===== config.mk =====
export PLATFORM = sky130hd
export DESIGN_NAME = irq_collector
export DESIGN_NICKNAME = d
export VERILOG_FILES = /design/src/rtl/irqc_pkg.sv /design/src/rtl/irqc_regs.sv /design/src/rtl/irqc_arb.sv /design/src/rtl/irqc_svc.sv /design/src/rtl/irq_collector.sv
export SDC_FILE = /design/constraint.sdc
export NUM_CORES = 1
export LEC_CHECK = 0
export BUFFER_PORTS_ARGS = -buffer_cell sky130_fd_sc_hd__buf_2
export CAP_MARGIN = 20
export CORE_ASPECT_RATIO = 0.75
export CORE_MARGIN = 2
export CORE_UTILIZATION = 40
export CTS_CLUSTER_DIAMETER = 120
export DETAILED_ROUTE_END_ITERATION = 8
export PLACE_DENSITY = 0.66
export SYNTH_ARGS = -nofsm -noshare
export SYNTH_HDL_FRONTEND = slang
export SYNTH_SLANG_ARGS = --single-unit

===== constraint.sdc =====
create_clock -name clk -period 5.8 [get_ports clk]
set_clock_uncertainty 0.05 [all_clocks]
set_input_delay 0 -clock clk [delete_from_list [all_inputs] [get_ports clk]]
set_output_delay 0 -clock clk [all_outputs]
set_load 0.02 [all_outputs]

===== src/rtl/irqc_pkg.sv =====
package irqc_pkg;

  localparam int LVL_W   = 2;
  localparam int NUM_LVL = 1 << LVL_W;
  localparam int LANE_W  = 8;

  // field positions inside one source byte
  localparam int F_LVL_LO = 0;
  localparam int F_EN     = 2;
  localparam int F_FORCE  = 3;
  localparam logic [LANE_W-1:0] LANE_MASK = 8'h0F;

  // control register bits
  localparam int C_RSE   = 0;
  localparam int C_FINAL = 1;
  localparam int C_SRST  = 31;

  // word addresses
  localparam int A_CTRL  = 'h00;
  localparam int A_VEC   = 'h04;
  localparam int A_LACK  = 'h05;
  localparam int A_VBASE = 'h06;
  localparam int A_PRIO0 = 'h10;
  localparam int PRIO_STRIDE = 4;

  typedef enum logic [1:0] {
    OP_WR   = 2'd0,
    OP_SET  = 2'd1,
    OP_CLR  = 2'd2,
    OP_NONE = 2'd3
  } alias_e;

  typedef logic [LVL_W-1:0] lvl_t;

endpackage


===== src/rtl/irqc_regs.sv =====
module irqc_regs
  import irqc_pkg::*;
#(
  parameter int NUM_SRC = 16,
  parameter int ADDR_W  = 8,
  parameter int DATA_W  = 32,
  localparam int SPR     = DATA_W / LANE_W,
  localparam int NUM_REG = (NUM_SRC + SPR - 1) / SPR
) (
  input  logic                              clk,
  input  logic                              rst,
  input  logic                              wr_en,
  input  logic [ADDR_W-1:0]                 addr,
  input  logic [DATA_W-1:0]                 wdata,
  output logic                              soft_rst,
  output logic [DATA_W-1:0]                 ctrl_word,
  output logic                              ctl_rse,
  output logic                              ctl_final,
  output logic [DATA_W-1:0]                 vbase,
  output logic [NUM_REG-1:0][DATA_W-1:0]    prio_words,
  output logic [NUM_SRC-1:0][LVL_W-1:0]     src_lvl,
  output logic [NUM_SRC-1:0]                src_en,
  output logic [NUM_SRC-1:0]                src_frc
);

  localparam logic [DATA_W-1:0] CMASK = (DATA_W'(1) << C_RSE) | (DATA_W'(1) << C_FINAL);
  localparam logic [DATA_W-1:0] PMASK = {SPR{LANE_MASK}};

  function automatic alias_e decode(input logic [ADDR_W-1:0] a, input int base);
    if (a == ADDR_W'(base))          return OP_WR;
    else if (a == ADDR_W'(base + 1)) return OP_SET;
    else if (a == ADDR_W'(base + 2)) return OP_CLR;
    else                             return OP_NONE;
  endfunction

  function automatic logic [DATA_W-1:0] apply_op(input alias_e op,
                                                 input logic [DATA_W-1:0] cur,
                                                 input logic [DATA_W-1:0] w);
    case (op)
      OP_WR:   return w;
      OP_SET:  return cur | w;
      OP_CLR:  return cur & ~w;
      default: return cur;
    endcase
  endfunction

  logic [DATA_W-1:0] ctrl_q;
  alias_e            ctrl_op;
  alias_e            prio_op [NUM_REG];

  always_comb begin
    ctrl_op = decode(addr, A_CTRL);
    for (int k = 0; k < NUM_REG; k++) begin
      prio_op[k] = decode(addr, A_PRIO0 + PRIO_STRIDE * k);
    end
  end

  assign soft_rst = wr_en && (ctrl_op == OP_WR || ctrl_op == OP_SET) && wdata[C_SRST];

  always_ff @(posedge clk) begin
    if (rst || soft_rst) begin
      ctrl_q     <= '0;
      vbase      <= '0;
      prio_words <= '0;
    end else if (wr_en) begin
      if (ctrl_op != OP_NONE) begin
        ctrl_q <= apply_op(ctrl_op, ctrl_q, wdata) & CMASK;
      end
      if (addr == ADDR_W'(A_VBASE)) begin
        vbase <= wdata;
      end
      for (int k = 0; k < NUM_REG; k++) begin
        if (prio_op[k] != OP_NONE) begin
          prio_words[k] <= apply_op(prio_op[k], prio_words[k], wdata) & PMASK;
        end
      end
    end
  end

  assign ctrl_word = ctrl_q;
  assign ctl_rse   = ctrl_q[C_RSE];
  assign ctl_final = ctrl_q[C_FINAL];

  for (genvar n = 0; n < NUM_SRC; n++) begin : g_src
    localparam int R = n / SPR;
    localparam int B = (n % SPR) * LANE_W;
    assign src_lvl[n] = prio_words[R][B + F_LVL_LO +: LVL_W];
    assign src_en[n]  = prio_words[R][B + F_EN];
    assign src_frc[n] = prio_words[R][B + F_FORCE];
  end

  AST_CLR_ALIAS: assert property (@(posedge clk) disable iff (rst)
    (wr_en && !soft_rst && ctrl_op == OP_CLR) |=> ((ctrl_q & $past(wdata)) == '0))
    else $error("clear alias left bits set");

  AST_SET_ALIAS: assert property (@(posedge clk) disable iff (rst)
    (wr_en && !soft_rst && ctrl_op == OP_SET) |=>
      ((ctrl_q & $past(wdata & CMASK)) == $past(wdata & CMASK)))
    else $error("set alias missed bits");

endmodule


===== src/rtl/irqc_arb.sv =====
module irqc_arb
  import irqc_pkg::*;
#(
  parameter int NUM_SRC = 16,
  localparam int ID_W = $clog2(NUM_SRC)
) (
  input  logic                          clk,
  input  logic                          rst,
  input  logic [NUM_SRC-1:0]            pend,
  input  logic [NUM_SRC-1:0][LVL_W-1:0] lvl,
  output logic                          win_vld,
  output logic [ID_W-1:0]               win_id,
  output lvl_t                          win_lvl
);

  logic [NUM_LVL-1:0] lvl_any;
  logic [ID_W-1:0]    lvl_first [NUM_LVL];

  // per level: any hit, and the lowest-numbered hit
  for (genvar L = 0; L < NUM_LVL; L++) begin : g_lvl
    logic [NUM_SRC-1:0] hit;
    logic [ID_W-1:0]    first;
    for (genvar s = 0; s < NUM_SRC; s++) begin : g_hit
      assign hit[s] = pend[s] && (lvl[s] == LVL_W'(L));
    end
    always_comb begin
      first = '0;
      for (int s = NUM_SRC - 1; s >= 0; s--) begin
        if (hit[s]) first = ID_W'(s);
      end
    end
    assign lvl_any[L]   = |hit;
    assign lvl_first[L] = first;
  end

  // highest non-empty level takes it
  always_comb begin
    win_vld = |lvl_any;
    win_id  = '0;
    win_lvl = '0;
    for (int L = 0; L < NUM_LVL; L++) begin
      if (lvl_any[L]) begin
        win_id  = lvl_first[L];
        win_lvl = lvl_t'(L);
      end
    end
  end

  AST_WIN_PENDING: assert property (@(posedge clk) disable iff (rst)
    win_vld |-> pend[win_id])
    else $error("winner is not pending");

  AST_IDLE_NO_WIN: assert property (@(posedge clk) disable iff (rst)
    (pend == '0) |-> !win_vld)
    else $error("winner with nothing pending");

  for (genvar s = 0; s < NUM_SRC; s++) begin : g_chk
    AST_NO_HIGHER: assert property (@(posedge clk) disable iff (rst)
      pend[s] |-> (lvl[s] <= win_lvl))
      else $error("a higher level lost");
    AST_TIE_LOW: assert property (@(posedge clk) disable iff (rst)
      (pend[s] && lvl[s] == win_lvl) |-> (win_id <= ID_W'(s)))
      else $error("tie not broken toward low index");
  end

endmodule


===== src/rtl/irqc_svc.sv =====
module irqc_svc
  import irqc_pkg::*;
(
  input  logic               clk,
  input  logic               rst,
  input  logic               clr,
  input  logic               enter,
  input  lvl_t               enter_lvl,
  input  logic               ack,
  input  logic [NUM_LVL-1:0] ack_mask,
  input  logic               win_vld,
  input  lvl_t               win_lvl,
  output logic [NUM_LVL-1:0] isv,
  output logic               eligible
);

  logic [NUM_LVL-1:0] ge_mask;
  logic [NUM_LVL-1:0] set_bits;
  logic [NUM_LVL-1:0] clr_bits;

  assign ge_mask  = {NUM_LVL{1'b1}} << win_lvl;
  assign eligible = win_vld && ((isv & ge_mask) == '0);
  assign set_bits = enter ? (NUM_LVL'(1) << enter_lvl) : '0;
  assign clr_bits = ack ? ack_mask : '0;

  always_ff @(posedge clk) begin
    if (rst || clr) begin
      isv <= '0;
    end else begin
      isv <= (isv & ~clr_bits) | set_bits;
    end
  end

  AST_ENTER_MARKS: assert property (@(posedge clk) disable iff (rst)
    (enter && !clr) |=> isv[$past(enter_lvl)])
    else $error("vector read did not mark level");

  AST_ACK_RELEASES: assert property (@(posedge clk) disable iff (rst)
    (ack && !enter && !clr) |=> ((isv & $past(ack_mask)) == '0))
    else $error("acknowledged level still in service");

  AST_ONLY_HIGHER: assert property (@(posedge clk) disable iff (rst)
    enter |-> ((isv & ({NUM_LVL{1'b1}} << enter_lvl)) == '0))
    else $error("entered service at or below active level");

endmodule


===== src/rtl/irq_collector.sv =====
module irq_collector
  import irqc_pkg::*;
#(
  parameter int NUM_SRC = 16,
  parameter int ADDR_W  = 8,
  parameter int DATA_W  = 32,
  localparam int ID_W    = $clog2(NUM_SRC),
  localparam int SPR     = DATA_W / LANE_W,
  localparam int NUM_REG = (NUM_SRC + SPR - 1) / SPR
) (
  input  logic               clk,
  input  logic               rst,
  input  logic               bus_sel,
  input  logic               bus_wr,
  input  logic [ADDR_W-1:0]  bus_addr,
  input  logic [DATA_W-1:0]  bus_wdata,
  output logic [DATA_W-1:0]  bus_rdata,
  input  logic [NUM_SRC-1:0] src_req,
  output logic               irq_o
);

  logic                          wr_en, rd_en;
  logic                          soft_rst;
  logic [DATA_W-1:0]             ctrl_word;
  logic                          ctl_rse, ctl_final;
  logic [DATA_W-1:0]             vbase;
  logic [NUM_REG-1:0][DATA_W-1:0] prio_words;
  logic [NUM_SRC-1:0][LVL_W-1:0] src_lvl;
  logic [NUM_SRC-1:0]            src_en, src_frc, pend;
  logic                          win_vld;
  logic [ID_W-1:0]               win_id;
  lvl_t                          win_lvl;
  logic [NUM_LVL-1:0]            isv;
  logic                          eligible;
  logic                          vec_rd, enter, lack_wr;
  logic [DATA_W-1:0]             vec_val, rd_next;

  assign wr_en   = bus_sel && bus_wr;
  assign rd_en   = bus_sel && !bus_wr;
  assign vec_rd  = rd_en && (bus_addr == ADDR_W'(A_VEC));
  assign lack_wr = wr_en && (bus_addr == ADDR_W'(A_LACK));

  irqc_regs #(.NUM_SRC(NUM_SRC), .ADDR_W(ADDR_W), .DATA_W(DATA_W)) u_regs (
    .clk        (clk),
    .rst        (rst),
    .wr_en      (wr_en),
    .addr       (bus_addr),
    .wdata      (bus_wdata),
    .soft_rst   (soft_rst),
    .ctrl_word  (ctrl_word),
    .ctl_rse    (ctl_rse),
    .ctl_final  (ctl_final),
    .vbase      (vbase),
    .prio_words (prio_words),
    .src_lvl    (src_lvl),
    .src_en     (src_en),
    .src_frc    (src_frc)
  );

  assign pend = (src_req | src_frc) & src_en;

  irqc_arb #(.NUM_SRC(NUM_SRC)) u_arb (
    .clk     (clk),
    .rst     (rst),
    .pend    (pend),
    .lvl     (src_lvl),
    .win_vld (win_vld),
    .win_id  (win_id),
    .win_lvl (win_lvl)
  );

  assign enter = vec_rd && ctl_rse && eligible;

  irqc_svc u_svc (
    .clk       (clk),
    .rst       (rst),
    .clr       (soft_rst),
    .enter     (enter),
    .enter_lvl (win_lvl),
    .ack       (lack_wr),
    .ack_mask  (bus_wdata[NUM_LVL-1:0]),
    .win_vld   (win_vld),
    .win_lvl   (win_lvl),
    .isv       (isv),
    .eligible  (eligible)
  );

  assign vec_val = eligible ? (vbase + (DATA_W'(win_id) << 2)) : vbase;

  always_comb begin
    rd_next = '0;
    if (bus_addr == ADDR_W'(A_CTRL))       rd_next = ctrl_word;
    else if (bus_addr == ADDR_W'(A_VEC))   rd_next = vec_val;
    else if (bus_addr == ADDR_W'(A_VBASE)) rd_next = vbase;
    for (int k = 0; k < NUM_REG; k++) begin
      if (bus_addr == ADDR_W'(A_PRIO0 + PRIO_STRIDE * k)) rd_next = prio_words[k];
    end
  end

  always_ff @(posedge clk) begin
    if (rst || soft_rst) begin
      bus_rdata <= '0;
      irq_o     <= 1'b0;
    end else begin
      if (rd_en) bus_rdata <= rd_next;
      irq_o <= ctl_final && eligible;
    end
  end

  AST_IRQ_GATED: assert property (@(posedge clk) disable iff (rst)
    irq_o |-> $past(ctl_final))
    else $error("irq raised with final enable off");

  AST_SRST_QUIET: assert property (@(posedge clk) disable iff (rst)
    soft_rst |=> (!irq_o && bus_rdata == '0 && isv == '0))
    else $error("soft reset left state behind");

  AST_IDLE_VEC: assert property (@(posedge clk) disable iff (rst)
    (vec_rd && !eligible && !soft_rst) |=> (bus_rdata == $past(vbase)))
    else $error("idle vector read not equal to base");

  AST_DISABLED_OUT: assert property (@(posedge clk) disable iff (rst)
    (src_en == '0) |=> !irq_o)
    else $error("irq with every source disabled");

endmodule


Word-level counts from Yosys, hierarchy flattened. Index checks and enable logic that the tools add are counted. Widths: inputs -> output; s select.

Flip-flop bits (word level): 135. Latch bits: 0. Memory bits (writable): 0. Bits in read-only memories: 0. Input bits: 60. Output and inout bits: 33. Logic and storage cells: 326. Memories: 0.

Add/subtract/negate cells: 1. Multipliers: 0. Div/mod/pow operators: 0. Magnitude comparators: 0. Equal/unequal tests: 80. Shift-type cells: 2. Multiplexer cells: 101. Bitwise operators: 17. Reductions and logical operators: 116.

Operator list (number): $pmux 28 s3 (4); $mux 4 (70); $mux 32 (8); $and 28x28->28 (4); $or 28x28->28 (4); $eq 8x5->1 const B (12); $eq 2x2->1 const B (37); $logic_and 1x1->1 (74); $reduce_or 16->1 (4); $reduce_or 64->1 (1); $eq 2x1->1 const B (21); $logic_not 2->1 (21); $add 32x6->32 (1); $not 28->28 (1); $eq 8x3->1 const B (3); $mux 2 (12); $and 16x16->16 (1); $or 16x16->16 (1); $reduce_and 3->1 (5); $reduce_bool 3->1 (5); $ne 2x2->1 const B (5); $and 4x4->4 (2); $eq 8x1->1 const B (1); $eq 8x2->1 const B (1); other kinds (13) (19).

Logic depth before layout (Yosys ltp). Gate-level depths: netlist of the first run.

Depth in word-level cells: 31. Mapped depth: 20. Mapped depth without buffers: 18.

Cells and area by module. Synthesis of the first run repeated with hierarchy kept, for this count alone.

Cells, all modules: 1552. Area total of the unflattened synthesis: 11892.7 µm².

By module, submodules not included: irqc_regs (times used 1, cells each 771, area an instance 6353.6 µm², sequential area each 1961.9 µm²); irq_collector (times used 1, cells each 558, area an instance 4033.9 µm², sequential area each 660.6 µm²); irqc_arb (times used 1, cells each 198, area an instance 1296.2 µm², sequential area each 0.0 µm²); irqc_svc (times used 1, cells each 25, area an instance 209.0 µm², sequential area each 80.1 µm²).

Least setup slack after synthesis of the first run. OpenSTA, ideal clock, no wires.

Kind: register -> register. Start: register u_regs.prio_words[83] (netlist name). End: register bus_rdata[24]. Setup time: 0.116 ns. Arrival time: 3.807 ns. Data required time: 5.634 ns. Slack: 1.827 ns. Cell stages (with the launch flop): 18. Buffers on the path: 1. Period minus slack after synthesis: 3.973 ns. Cell sequence: dfxtp_1 > o211ai_1 > o32ai_1 > nor4_1 > and3_1 > a2111o_1 > nand4b_1 > ha_1 > fa_1 > and3_1 > a211oi_1 > or2_1 > clkbuf_1 > nor3_1 > nand2_1 > or4_1 > nand3_1 > a41o_1.

Longest elaborated chain between the ends: 26. Elaborated cells between the ends (all ways): 74. Those cells by class: add/sub: 1; shift: 1; mux: 58; bitwise: 3; reduce/logical: 11.

Ends and longest elaborated chain: start: declaration (RTL line irqc_regs.sv:20) `output logic [NUM_REG-1:0][DATA_W-1:0] prio_words,`; start signal: indexed assignment (RTL line irqc_regs.sv:74) `prio_words[k] <= apply_op(prio_op[k], prio_words[k], wdata) & PMASK;`; $or 16x16->16 (*) (RTL line irq_collector.sv:60) `assign pend = (src_req | src_frc) & src_en;`; $and 16x16->16 (*) (RTL line irq_collector.sv:60); $logic_and 1x1->1 (RTL line irqc_arb.sv:24) `assign hit[s] = pend[s] && (lvl[s] == LVL_W'(L));`; $mux 4 (11 in a row) (RTL line irqc_arb.sv:29) `if (hit[s]) first = ID_W'(s);`; $mux 4 (4 in a row) (RTL line irqc_arb.sv:42) `if (lvl_any[L]) begin`; $add 32x6->32 (RTL line irq_collector.sv:88) `assign vec_val = eligible ? (vbase + (DATA_W'(win_id) << 2)) : vbase;`; $mux 32 (*) (RTL line irq_collector.sv:88); $mux 32 (*) (RTL line irq_collector.sv:93) `else if (bus_addr == ADDR_W'(A_VEC)) rd_next = vec_val;`; $mux 32 (*) (RTL line irq_collector.sv:92) `if (bus_addr == ADDR_W'(A_CTRL)) rd_next = ctrl_word;`; $mux 32 (*) (4 in a row) (RTL line irq_collector.sv:96) `if (bus_addr == ADDR_W'(A_PRIO0 + PRIO_STRIDE * k)) rd_next = prio_words[k];`; end signal: assignment (RTL line irq_collector.sv:105) `if (rd_en) bus_rdata <= rd_next;`; end: declaration (RTL line irq_collector.sv:17) `output logic [DATA_W-1:0] bus_rdata,`.

Mark *: on every way between the ends. The rest lies on a longest branch, timed or not. A chain may end at the register's enable or synchronous reset.

Worst setup path after layout of the first run.
Start: register u_regs.prio_words[99] (netlist name). End: register bus_rdata[24].

Longest elaborated chain between the ends: 28. Elaborated cells between the ends (all ways): 82. Those cells by class: add/sub: 1; shift: 1; mux: 66; bitwise: 3; reduce/logical: 11.

Ends and longest elaborated chain (RTL line): $or 16x16->16 (*) (irq_collector.sv:60); $and 16x16->16 (*) (irq_collector.sv:60); $logic_and 1x1->1 (irqc_arb.sv:24); $mux 4 (13 in a row) (irqc_arb.sv:29); $mux 4 (4 in a row) (irqc_arb.sv:42); $add 32x6->32 (irq_collector.sv:88); $mux 32 (*) (irq_collector.sv:88); $mux 32 (*) (irq_collector.sv:93); $mux 32 (*) (irq_collector.sv:92); $mux 32 (*) (4 in a row) (irq_collector.sv:96).

Marked as above.

==> summary.txt, run 1 <==
Status = finished, final reports clean
Syn nets = 1,178
Fin. max-slew vios = 0
Avg WL per Cell = 22.3 um
Vias = 9,263
Clk_lat worst skew = 0.43 ns
Unrepaired setup endpoints after global routing = no
Ys async rst share = 0
Final setup viols = 0
LEAKAGE = 3.34 nW
Post-synth EDFFs = 0
Tightest Pin Transition = 1.04 ns
Routed Antenna Nets = 0
Fin crit share = 0.866
Most used DFF post-synth = dfxtp_1
Starting Density = 0.412
Avg Cell Area, Syn = 7.28 um2
Maximum vdd drop = 0.000138 V
Crit path max-delay family = simple AND/OR/NAND/NOR gates
Worst hold path class = primary input to flip-flop
First-pass GRT wire length = 49,000 um
Pin count of the biggest net entering global routing = 60
CTS max path bufs = 2
P&R area growth vs syn = 19.5%
CP cell instances = o2111ai_1 > nand4_1 > nor4_4 > nand3_2 > a2111o_1 > nand4b_1 > ha_1 > fa_1 > and3_1 > a211oi_1 > or2_1 > nor3_1 > nand2_1 > or4_1 > nand3_1 > a41o_1
Total CTS buffers = 17
Sequential fraction of the synthesis area = 0.335
Critical path launch point type = flip-flop
Buffers added on ports = 92
Total track usage = 0.301
Critical path buffer and inverter count = 0
Slew headroom = 0.302
CP Data Required Time = 6.12 ns
TritonCTS clock tree = built
Arrival time at the worst endpoint = 5.34 ns
CP Class = flip-flop to flip-flop
Clock root buffer = clkbuf_16
Mapped Cells = 1,109
# DRC = 0
CP max stage cell = nor4_4
Min Tclk post-route = 5.02 ns
Core area = 19,600 um2
Pwr dens = 236 nW/um2
YS warnings = 0
FMAX = 199 MHz
Die area = 21,400 um2
Setup_tns = 0 ns
Sink Count = 135
Total wire length = 32,400 um
Placer Congestion = 1.05
Die Span Y = 127 um
DR iter-0 viols = 1,316
CTS resizes = 0
Gr ovfl total = 0
I/O Pins = 93
Synth Cell Area = 8080 um2
Htree depth = 4
Layout Nets = 1,258
Seq cells post-synth = 135
Hold WS = 0.0537 ns
Vias per inst = 6.37
Final Hold Vio Count = 0
Share of cells above drive strength 1 = 0.142
Die extent in x = 168 um
Antenna violations before repair = 0
Distinct cells, synth = 74
Vias in the first global route = 8,030
# diodes = 0
Crit path largest cell delay = 0.60 ns
Detailed placement HPWL = 23,400 um
Clock-pin slew on the worst setup and hold paths = 0.06 ns
First-pass detailed-route iteration total = 6
FP Rows = 44
Worst-path fanout max = 9
Crit end category = flip-flop
Max-cap viol count = 0
==> final timing paths <==
path                              start               endpoint  slack, ns  cells after the start
hold / removal              bus_addr[6]  u_regs.prio_words[27]       0.05                      3
setup / recovery  u_regs.prio_words[99]          bus_rdata[24]       0.78                     16
hold reg to reg           bus_rdata[14]          bus_rdata[14]       0.39                      2
setup reg to reg  u_regs.prio_words[99]          bus_rdata[24]       0.78                     16
==> per-layer routing <==
metal | track usage | vias up | share of wire
li1 | - | 4278 | -
met1 | 0.445 | 4420 | 0.46
met2 | 0.427 | 508 | 0.41
met3 | 0.0787 | 57 | 0.11
met4 | 0.0867 | 0 | 0.024
met5 | 0 | - | 0
==> power breakdown <==
part	internal (mW)	switching [mW]	total, mW
Clock	0.725	0.452	1.18
Sequential	0.933	0.00548	0.939
Combinational	0.0513	0.108	0.159
Total	1.71	0.566	2.27
==> cell usage in the layout, fill, tap and decap left out, types with 13 or more instances in the layout <==
master / count
nand2_1: 151
nand3_1: 18
dfxtp_1: 135
xnor2_1: 16
o211ai_1: 28
buf_4: 17
nor3_1: 38
nor4_1: 21
o21ai_1: 35
o22ai_1: 18
a211oi_1: 15
nor2_1: 139
a31oi_1: 13
clkbuf_16: 17
a221oi_1: 16
buf_2: 92
inv_1: 20
a21oi_1: 89
a22oi_1: 40
dlygate4sd3_1: 33
o21ai_0: 91
==> cells in the mapped netlist, drive strengths merged, types with 18 or more instances <==
cell / count / share of area
nand2: 151 / 0.070
inv: 21 / 0.0098
o211ai: 28 / 0.026
dfxtp: 135 / 0.33
nor4: 23 / 0.020
o21ai: 126 / 0.078
o22ai: 18 / 0.014
clkbuf: 71 / 0.033
nor2: 140 / 0.065
a21oi: 89 / 0.055
a22oi: 40 / 0.037
nor3: 42 / 0.027
nand3: 19 / 0.012
==> tightest hold or removal path, delay by kind of cell <==
kind            cells  cell delay, ns
compound gates      1            0.27
simple gates        1            0.10
buf+inv             1            0.09
==> registers in the layout, indices dropped and copies added (netlist names) <==
register,count
u_regs.vbase,32
bus_rdata,32
u_regs.prio_words,64
irq_o,1
u_regs.ctrl_word,2
u_svc.isv,4
==> what timing repair did <==
| item | CTS | global route |
|---|---|---|
| hold buffers | 33 | 0 |
| hold endpoints to repair | 76 | 0 |
| endpoints found under the setup margin | 0 | 0 |
| buffers inserted | 0 | 0 |
==> layout make-up <==
type / instances / area (um2)
Clock buffer: 18 / 429
Clock inverter: 14 / 196
Fill cell: 1962 / 9950
Inverter: 21 / 78.8
Multi-Input combinational cell: 872 / 5010
Sequential cell: 135 / 2700
Tap cell: 253 / 317
Timing Repair Buffer: 142 / 918
==> cell families (layout without fill, tap and decap cells) <==
| kind of cell | count (synthesis) | count (layout) | synth area share |
|---|---|---|---|
| AOI/OAI and AO/OA | 414 | 414 | 0.334 |
| xor gates and xnor gates | 18 | 18 | 0.0195 |
| adders and majority gates | 9 | 9 | 0.0149 |
| buffers and inverters | 102 | 195 | 0.0517 |
| DFF | 135 | 135 | 0.335 |
| muxes | 4 | 4 | 0.00527 |
| and+or+nand+nor | 427 | 427 | 0.240 |
==> through the flow <==
stage	setup WS, ns	utilization	cells	cell area [um2]	power, mW
finish	0.778	0.492	1455	9650	2.27
global route	0.597	0.492	1455	9650	2.34
global placement	1.02	0.443	1388	8680	1.09
CTS	0.931	0.492	1453	9640	2.27
floorplan	1.83	-	1109	8080	1.03
detailed placement	0.989	0.443	1388	8680	1.10
Power figures use the tool's default switching activity.
==> inputs of run 2 (changes only) <==
PLACE_DENSITY = 0.65   (was 0.66)
SYNTH_HIERARCHICAL = 1   (was default)
clock period = 6.5 ns   (was 5.8 ns; I/O delays follow)
==> run 2 against run 1 <==
  * First-iteration DRC count increased by 80%
  * Cell count increased by 33%
  * Synthesized area grew 47%
  * Hold slack better by 0.022 ns
  * Non-clock buffer count up 15
  * Total power shrank 5.9%
  * Utilization shrank 5.7 points
  * Synthesized cell count up 40%
  * Sequential share of layout area is 6.7 points lower
  * Maximum frequency decreased by 2.1%
  * Cell area is 32% higher
  * Sequential cell count is the same
  * Critical path type unchanged
  * Critical endpoint is now bus_rdata[26]
==> summary.txt, run 2 <==
Crit path max-delay family = simple AND/OR/NAND/NOR gates
Vias in the first global route = 11,600
Crit path to = bus_rdata[26]
Top cells by instance count after synthesis = buf_4, dfxtp_1, o31ai_1
Die extent in x = 203 um
Ranking of synthesized cells by area = dfxtp_1, buf_4, o31ai_1, nand3b_1, a31oi_1
Synth Cell Area = 11,900 um2
DR iter-0 viols = 2,368
FP Rows = 54
Pwr dens = 168 nW/um2
FF-to-FF End = bus_rdata[26]
Sink Count = 135
R2R depth = 14
Critical path launch point type = flip-flop
Clock-pin slew on the worst setup and hold paths = 0.07 ns
Avg WL per Cell = 26.1 um
YS warnings = 6
Count leader, synth = buf_4
Fin crit share = 0.789
Commonest non-fill, non-tap cell in the layout = dfxtp_1
Final setup viols = 0
Worst path most repeated cell = nand4_1
Ys async rst share = 0
First-pass GRT wire length = 74,100 um
P&R area growth vs syn = 6.88%
Vias per inst = 6.70
# Post-CTS Setup Buffers = 0
# diodes = 0
Clk_lat worst skew = 0.46 ns
FMAX = 195 MHz
Tot Pwr = 2.14 mW
Stages on the worst setup path = 14
Gr ovfl total = 0
Layout Nets = 1,604
CTS max path bufs = 2
Reg-to-reg slack, setup = 1.37 ns
Post-synth EDFFs = 0
Die Span Y = 153 um
Detailed placement HPWL = 35,000 um
Largest register FFs = 64
Min Tclk post-route = 5.13 ns
Arrival time at the worst endpoint = 5.40 ns
LEAKAGE = 4.34 nW
CTS resizes = 0
Worst hold path class = primary input to flip-flop
Most frequent cells in the layout = dfxtp_1, o31ai_1, conb_1
Pin count of the biggest net entering global routing = 87
Sequential fraction of the synthesis area = 0.227
Status = finished, final reports clean
Critical path buffer and inverter count = 1
Fin. max-slew vios = 0
Avg Cell Area, Syn = 7.66 um2
Crit path largest cell delay = 0.62 ns
Most used DFF post-synth = dfxtp_1
Core area = 29,200 um2
TritonCTS clock tree = built
Crit end category = flip-flop
Total wire length = 50,600 um
Die area = 31,100 um2
Seq cells post-synth = 135
Buffers added on ports = 92
Distinct cells, synth = 88
Worst Slack Setup Final = 1.37 ns
Worst reg2reg startpoint = u_regs/prio_words[99]
Largest registers = u_regs/prio_words: 64 flops, bus_rdata: 32 flops, u_regs/vbase: 32 flops
Vias = 13,000
Placer Congestion = 1.01
I/O Pins = 93
Antenna violations before repair = 1
Unrepaired setup endpoints after global routing = no
Dpl ws = 1.67 ns
Max-cap viol count = 0
Setup_tns = 0 ns
Maximum vdd drop = 0.000160 V
CP max stage cell = or4_1
Routed Antenna Nets = 0
CP Data Required Time = 6.77 ns
Share of cells above drive strength 1 = 0.134
First-pass detailed-route iteration total = 6
Htree depth = 4
Cts-stage hold buffer count = 36
Final Hold Vio Count = 0
CP Class = flip-flop to flip-flop
Starting Density = 0.407
Tightest Pin Transition = 1.13 ns
Post-synth top area share = 0.227
Slew headroom = 0.249
CP startpoint = u_regs/prio_words[99]
# DRC = 0
Clock root buffer = clkbuf_16
Synth area leader = dfxtp_1
CP cell instances = o21a_1 > nand3b_1 > nand4_1 > nor4b_4 > or2b_1 > nand2_1 > inv_1 > a21oi_1 > o2111a_1 > nand4_1 > or4_1 > nor4_1 > mux2i_1 > nand3_1
Total CTS buffers = 17
Worst-path fanout max = 11
Mapped Cells = 1,552
Top reg by flops = u_regs/prio_words
Total track usage = 0.316
==> run 2: cell count changes after synthesis, sizes merged, moves of 19 or more <==
cell and delta:
a22oi -31, a31oi +68, buf +179, clkbuf +25
nand2 -70, nand3 +75, nand3b +83, nand4 +59
nor2 -104, nor2b +23, nor4b +19, o21ai -52
o31ai +93
==> run 2: cell families after synthesis <==
| family | share of synthesized area |
|---|---|
| adder cells (fa/ha/maj) | 0.00905 |
| AO/OA/AOI/OAI | 0.288 |
| flip-flops | 0.227 |
| multiplexers | 0.0360 |
| other | 0.000315 |
| AND/OR/NAND/NOR | 0.287 |
| buffers and inverters | 0.150 |
| XOR/XNOR | 0.00221 |
==> run 2: worst min path at each step <==
stage	endpoint	from	cells after the start	slack, ns
6_report	bus_rdata[1]	bus_wr	4	0.08
3_3_place_gp	u_regs/vbase[15]	bus_wdata[15]	3	0.21
4_1_cts	bus_rdata[1]	bus_wr	4	0.05
3_5_place_dp	u_regs/vbase[15]	bus_wdata[15]	3	0.22
5_1_grt	bus_rdata[1]	bus_wr	4	0.08
2_1_floorplan	u_svc/isv[2]	rst	1	0.01
==> run 2: area by class of cell <==
| class | count | area (um2) |
|---|---|---|
| Inverter | 21 | 78.8 |
| Timing Repair Buffer | 157 | 1070 |
| Clock inverter | 10 | 119 |
| Fill cell | 3016 | 16500 |
| Multi-Input combinational cell | 1204 | 7790 |
| Tap cell | 392 | 490 |
| Clock buffer | 22 | 464 |
| Sequential cell | 135 | 2700 |
==> run 2: power by group <==
part	internal [mW]	total (mW)	switching, mW
Clock	0.587	1.00	0.418
Combinational	0.0859	0.300	0.214
Sequential	0.832	0.836	0.00463
==> run 2: routing by layer <==
layer / GRT usage / vias up / part of all wire
li1: - / 5741 / -
met4: 0.105 / 0 / 0.025
met1: 0.475 / 6200 / 0.44
met3: 0.0985 / 91 / 0.15
met2: 0.415 / 979 / 0.39
met5: 0 / - / 0
==> run 2: metrics by stage <==
stage | cells | hold WS, ns | cell area (um2) | util
global route | 1941 | 0.0838 | 12700 | 0.435
global placement | 1871 | 0.214 | 11700 | 0.402
floorplan | 1645 | 0.0146 | 12200 | -
finish | 1941 | 0.0761 | 12700 | 0.435
CTS | 1939 | 0.0487 | 12700 | 0.434
detailed placement | 1871 | 0.216 | 11700 | 0.402
==> run 2: worst register-to-register path, stage by stage (launching register included) <==
cell,delay (ns)
dfxtp_1,0.34
o21a_1,0.25
nand3b_1,0.20
nand4_1,0.37
nor4b_4,0.51
or2b_1,0.30
nand2_1,0.27
inv_1,0.07
a21oi_1,0.22
o2111a_1,0.51
nand4_1,0.14
or4_1,0.62
nor4_1,0.62
mux2i_1,0.40
nand3_1,0.12
==> inputs of run 3 (changes only) <==
ABC_AREA = 1   (was default)
PLACE_DENSITY = 0.67   (was 0.65)
clock period = 4.52 ns   (was 6.5 ns; I/O delays follow)
==> run 3 against run 2 <==
  * Clock power increased by 46%
  * Cell count increased by 16%
  * Via count decreased by 11%
  * Largest cell class unchanged
==> summary.txt, run 3 <==
Status = finished, final reports clean
Start point of the worst hold path = bus_wr
Core area = 26,900 um2
Worst-path fanout max = 5
Met1 GRT Util = 0.376
Grt met3 use = 0.104
First-pass detailed-route iteration total = 5
Avg Cell Area, Syn = 5.94 um2
TritonCTS clock tree = built
Hold depth = 5
Seq cells post-synth = 135
Vias in the first global route = 10,500
Setup_tns = 0 ns
Die Span Y = 147 um
Gr ovfl total = 0
Post-synth top area share = 0.248
Top cells by instance count after synthesis = nand2_1, nor2_1, inv_1
Commonest non-fill, non-tap cell in the layout = nand2_1
Detailed placement HPWL = 29,400 um
Die extent in x = 195 um
Reg-to-reg slack, setup = 0.54 ns
CTS max path bufs = 2
Total track usage = 0.272
GR peak layer = met2
Min Tclk post-route = 3.98 ns
Die area = 28,600 um2
Final Hold Vio Count = 0
Critical path launch point type = flip-flop
# Post-CTS Setup Buffers = 0
Placer Congestion = 0.982
Tightest Pin Transition = 1.10 ns
Distinct cells, synth = 52
Arrival time at the worst endpoint = 4.21 ns
Final setup viols = 0
Fin crit share = 0.881
Starting Density = 0.406
Total CTS buffers = 17
Largest register FFs = 64
FP Rows = 52
Area post-placement = 10,800 um2
Vias per inst = 5.19
Count leader, synth = nand2_1
Fin. max-slew vios = 0
Dpl ws = 0.659 ns
Fin util = 0.441
Unrepaired setup endpoints after global routing = no
Clock root buffer = clkbuf_16
Vias = 11,600
CP Class = flip-flop to flip-flop
Worst path most repeated cell = nand2_1
Hold WS = 0.0642 ns
Pin count of the biggest net entering global routing = 48
Non-Filler Instances = 2,243
Placed cell count = 2,165
Tot Pwr = 2.91 mW
Maximum vdd drop = 0.000294 V
Post-route cell area = 11,900 um2
FF-to-FF End = bus_rdata[10]
# DRC = 0
Worst reg2reg startpoint = u_regs/prio_words[114]
FMAX = 251 MHz
Buffers added on ports = 92
Antenna violations before repair = 1
YS warnings = 6
LEAKAGE = 5.16 nW
Synth Cell Area = 10,900 um2
WHS Endpoint = bus_rdata[11]
Crit path largest cell delay = 0.39 ns
Most frequent cells in the layout = nand2_1, nor2_1, inv_1
Clk_lat worst skew = 0.45 ns
Slew headroom = 0.265
Worst Slack Setup Final = 0.539 ns
Max-cap viol count = 0
R2R depth = 34
Ranking of synthesized cells by area = dfxtp_1, nand2_1, buf_4, nor2_1, nand3_1
P&R area growth vs syn = 8.75%
Htree depth = 4
Total wire length = 39,000 um
Post-synth EDFFs = 0
Sink Count = 135
Met2 Use GR = 0.387
Share of cells above drive strength 1 = 0.107
DR iter-0 viols = 1,307
Avg WL per Cell = 17.4 um
First-pass GRT wire length = 59,800 um
Largest registers = u_regs/prio_words: 64 flops, bus_rdata: 32 flops, u_regs/vbase: 32 flops
Clock-pin slew on the worst setup and hold paths = 0.07 ns
CP max stage cell = dfxtp_1
CP Data Required Time = 4.75 ns
Routed Antenna Nets = 0
Sequential fraction of the synthesis area = 0.248
Top reg by flops = u_regs/prio_words
I/O Pins = 93
Pwr dens = 246 nW/um2
Most used DFF post-synth = dfxtp_1
# diodes = 0
Crit end category = flip-flop
Worst hold path class = primary input to flip-flop
Layout Nets = 1,947
Synth area leader = dfxtp_1
Ys async rst share = 0
Mapped Cells = 1,836
-- run 3: layout make-up --
cell class	count	area, um2
multi-input cells	1381	6340
clock buffers	18	439
flip-flops and latches	135	2700
inverters	188	709
repair buffers	156	1070
fillers	2903	15000
clock inverters	14	164
well taps	351	439
-- run 3: routing by layer --
layer | vias to the layer above | wire (um)
met4 | 0 | 886
met2 | 534 | 15500
met1 | 5277 | 18000
li1 | 5755 | -
met5 | - | 0
met3 | 71 | 4730
-- run 3: kinds of logic after synthesis --
group                      count (synthesis)  synth area share
and+or+nand+nor                          971             0.382
buffers and inverters                    413             0.204
AOI/OAI and AO/OA                        307             0.156
DFF                                      135             0.248
adders and majority gates                  8           0.00986
xor gates and xnor gates                   1          0.000803
other                                      1          0.000344
-- run 3: repair_timing --
action	4_1_cts	5_1_grt
hold buffers	46	0
resized for setup	0	0
hold endpoints to repair	100	0
-- run 3: worst max-delay path: cells and delay by family (launching register included) --
kind                     cells  cell delay [ns]
AND/OR/NAND/NOR             27             2.23
AO/OA/AOI/OAI                3             0.43
adder cells (fa/ha/maj)      2             0.59
buffers and inverters        2             0.11
flip-flops                   1             0.39
-- run 3: where the power goes --
part | switching (mW) | internal, mW
logic | 0.168 | 0.0815
clock network | 0.622 | 0.841
registers | 0.00459 | 1.20
total | 0.795 | 2.12
-- run 3: how the worst max path moves through the flow --
stage | start | end | slack, ns
3_5_place_dp | u_regs/prio_words[114] | bus_rdata[24] | 0.66
4_1_cts | u_regs/prio_words[114] | bus_rdata[24] | 0.64
5_1_grt | u_regs/prio_words[123] | bus_rdata[26] | 0.13
3_3_place_gp | u_regs/prio_words[123] | bus_rdata[10] | 0.67
6_report | u_regs/prio_words[114] | bus_rdata[10] | 0.54
2_1_floorplan | u_regs/prio_words[83] | bus_rdata[25] | 1.22
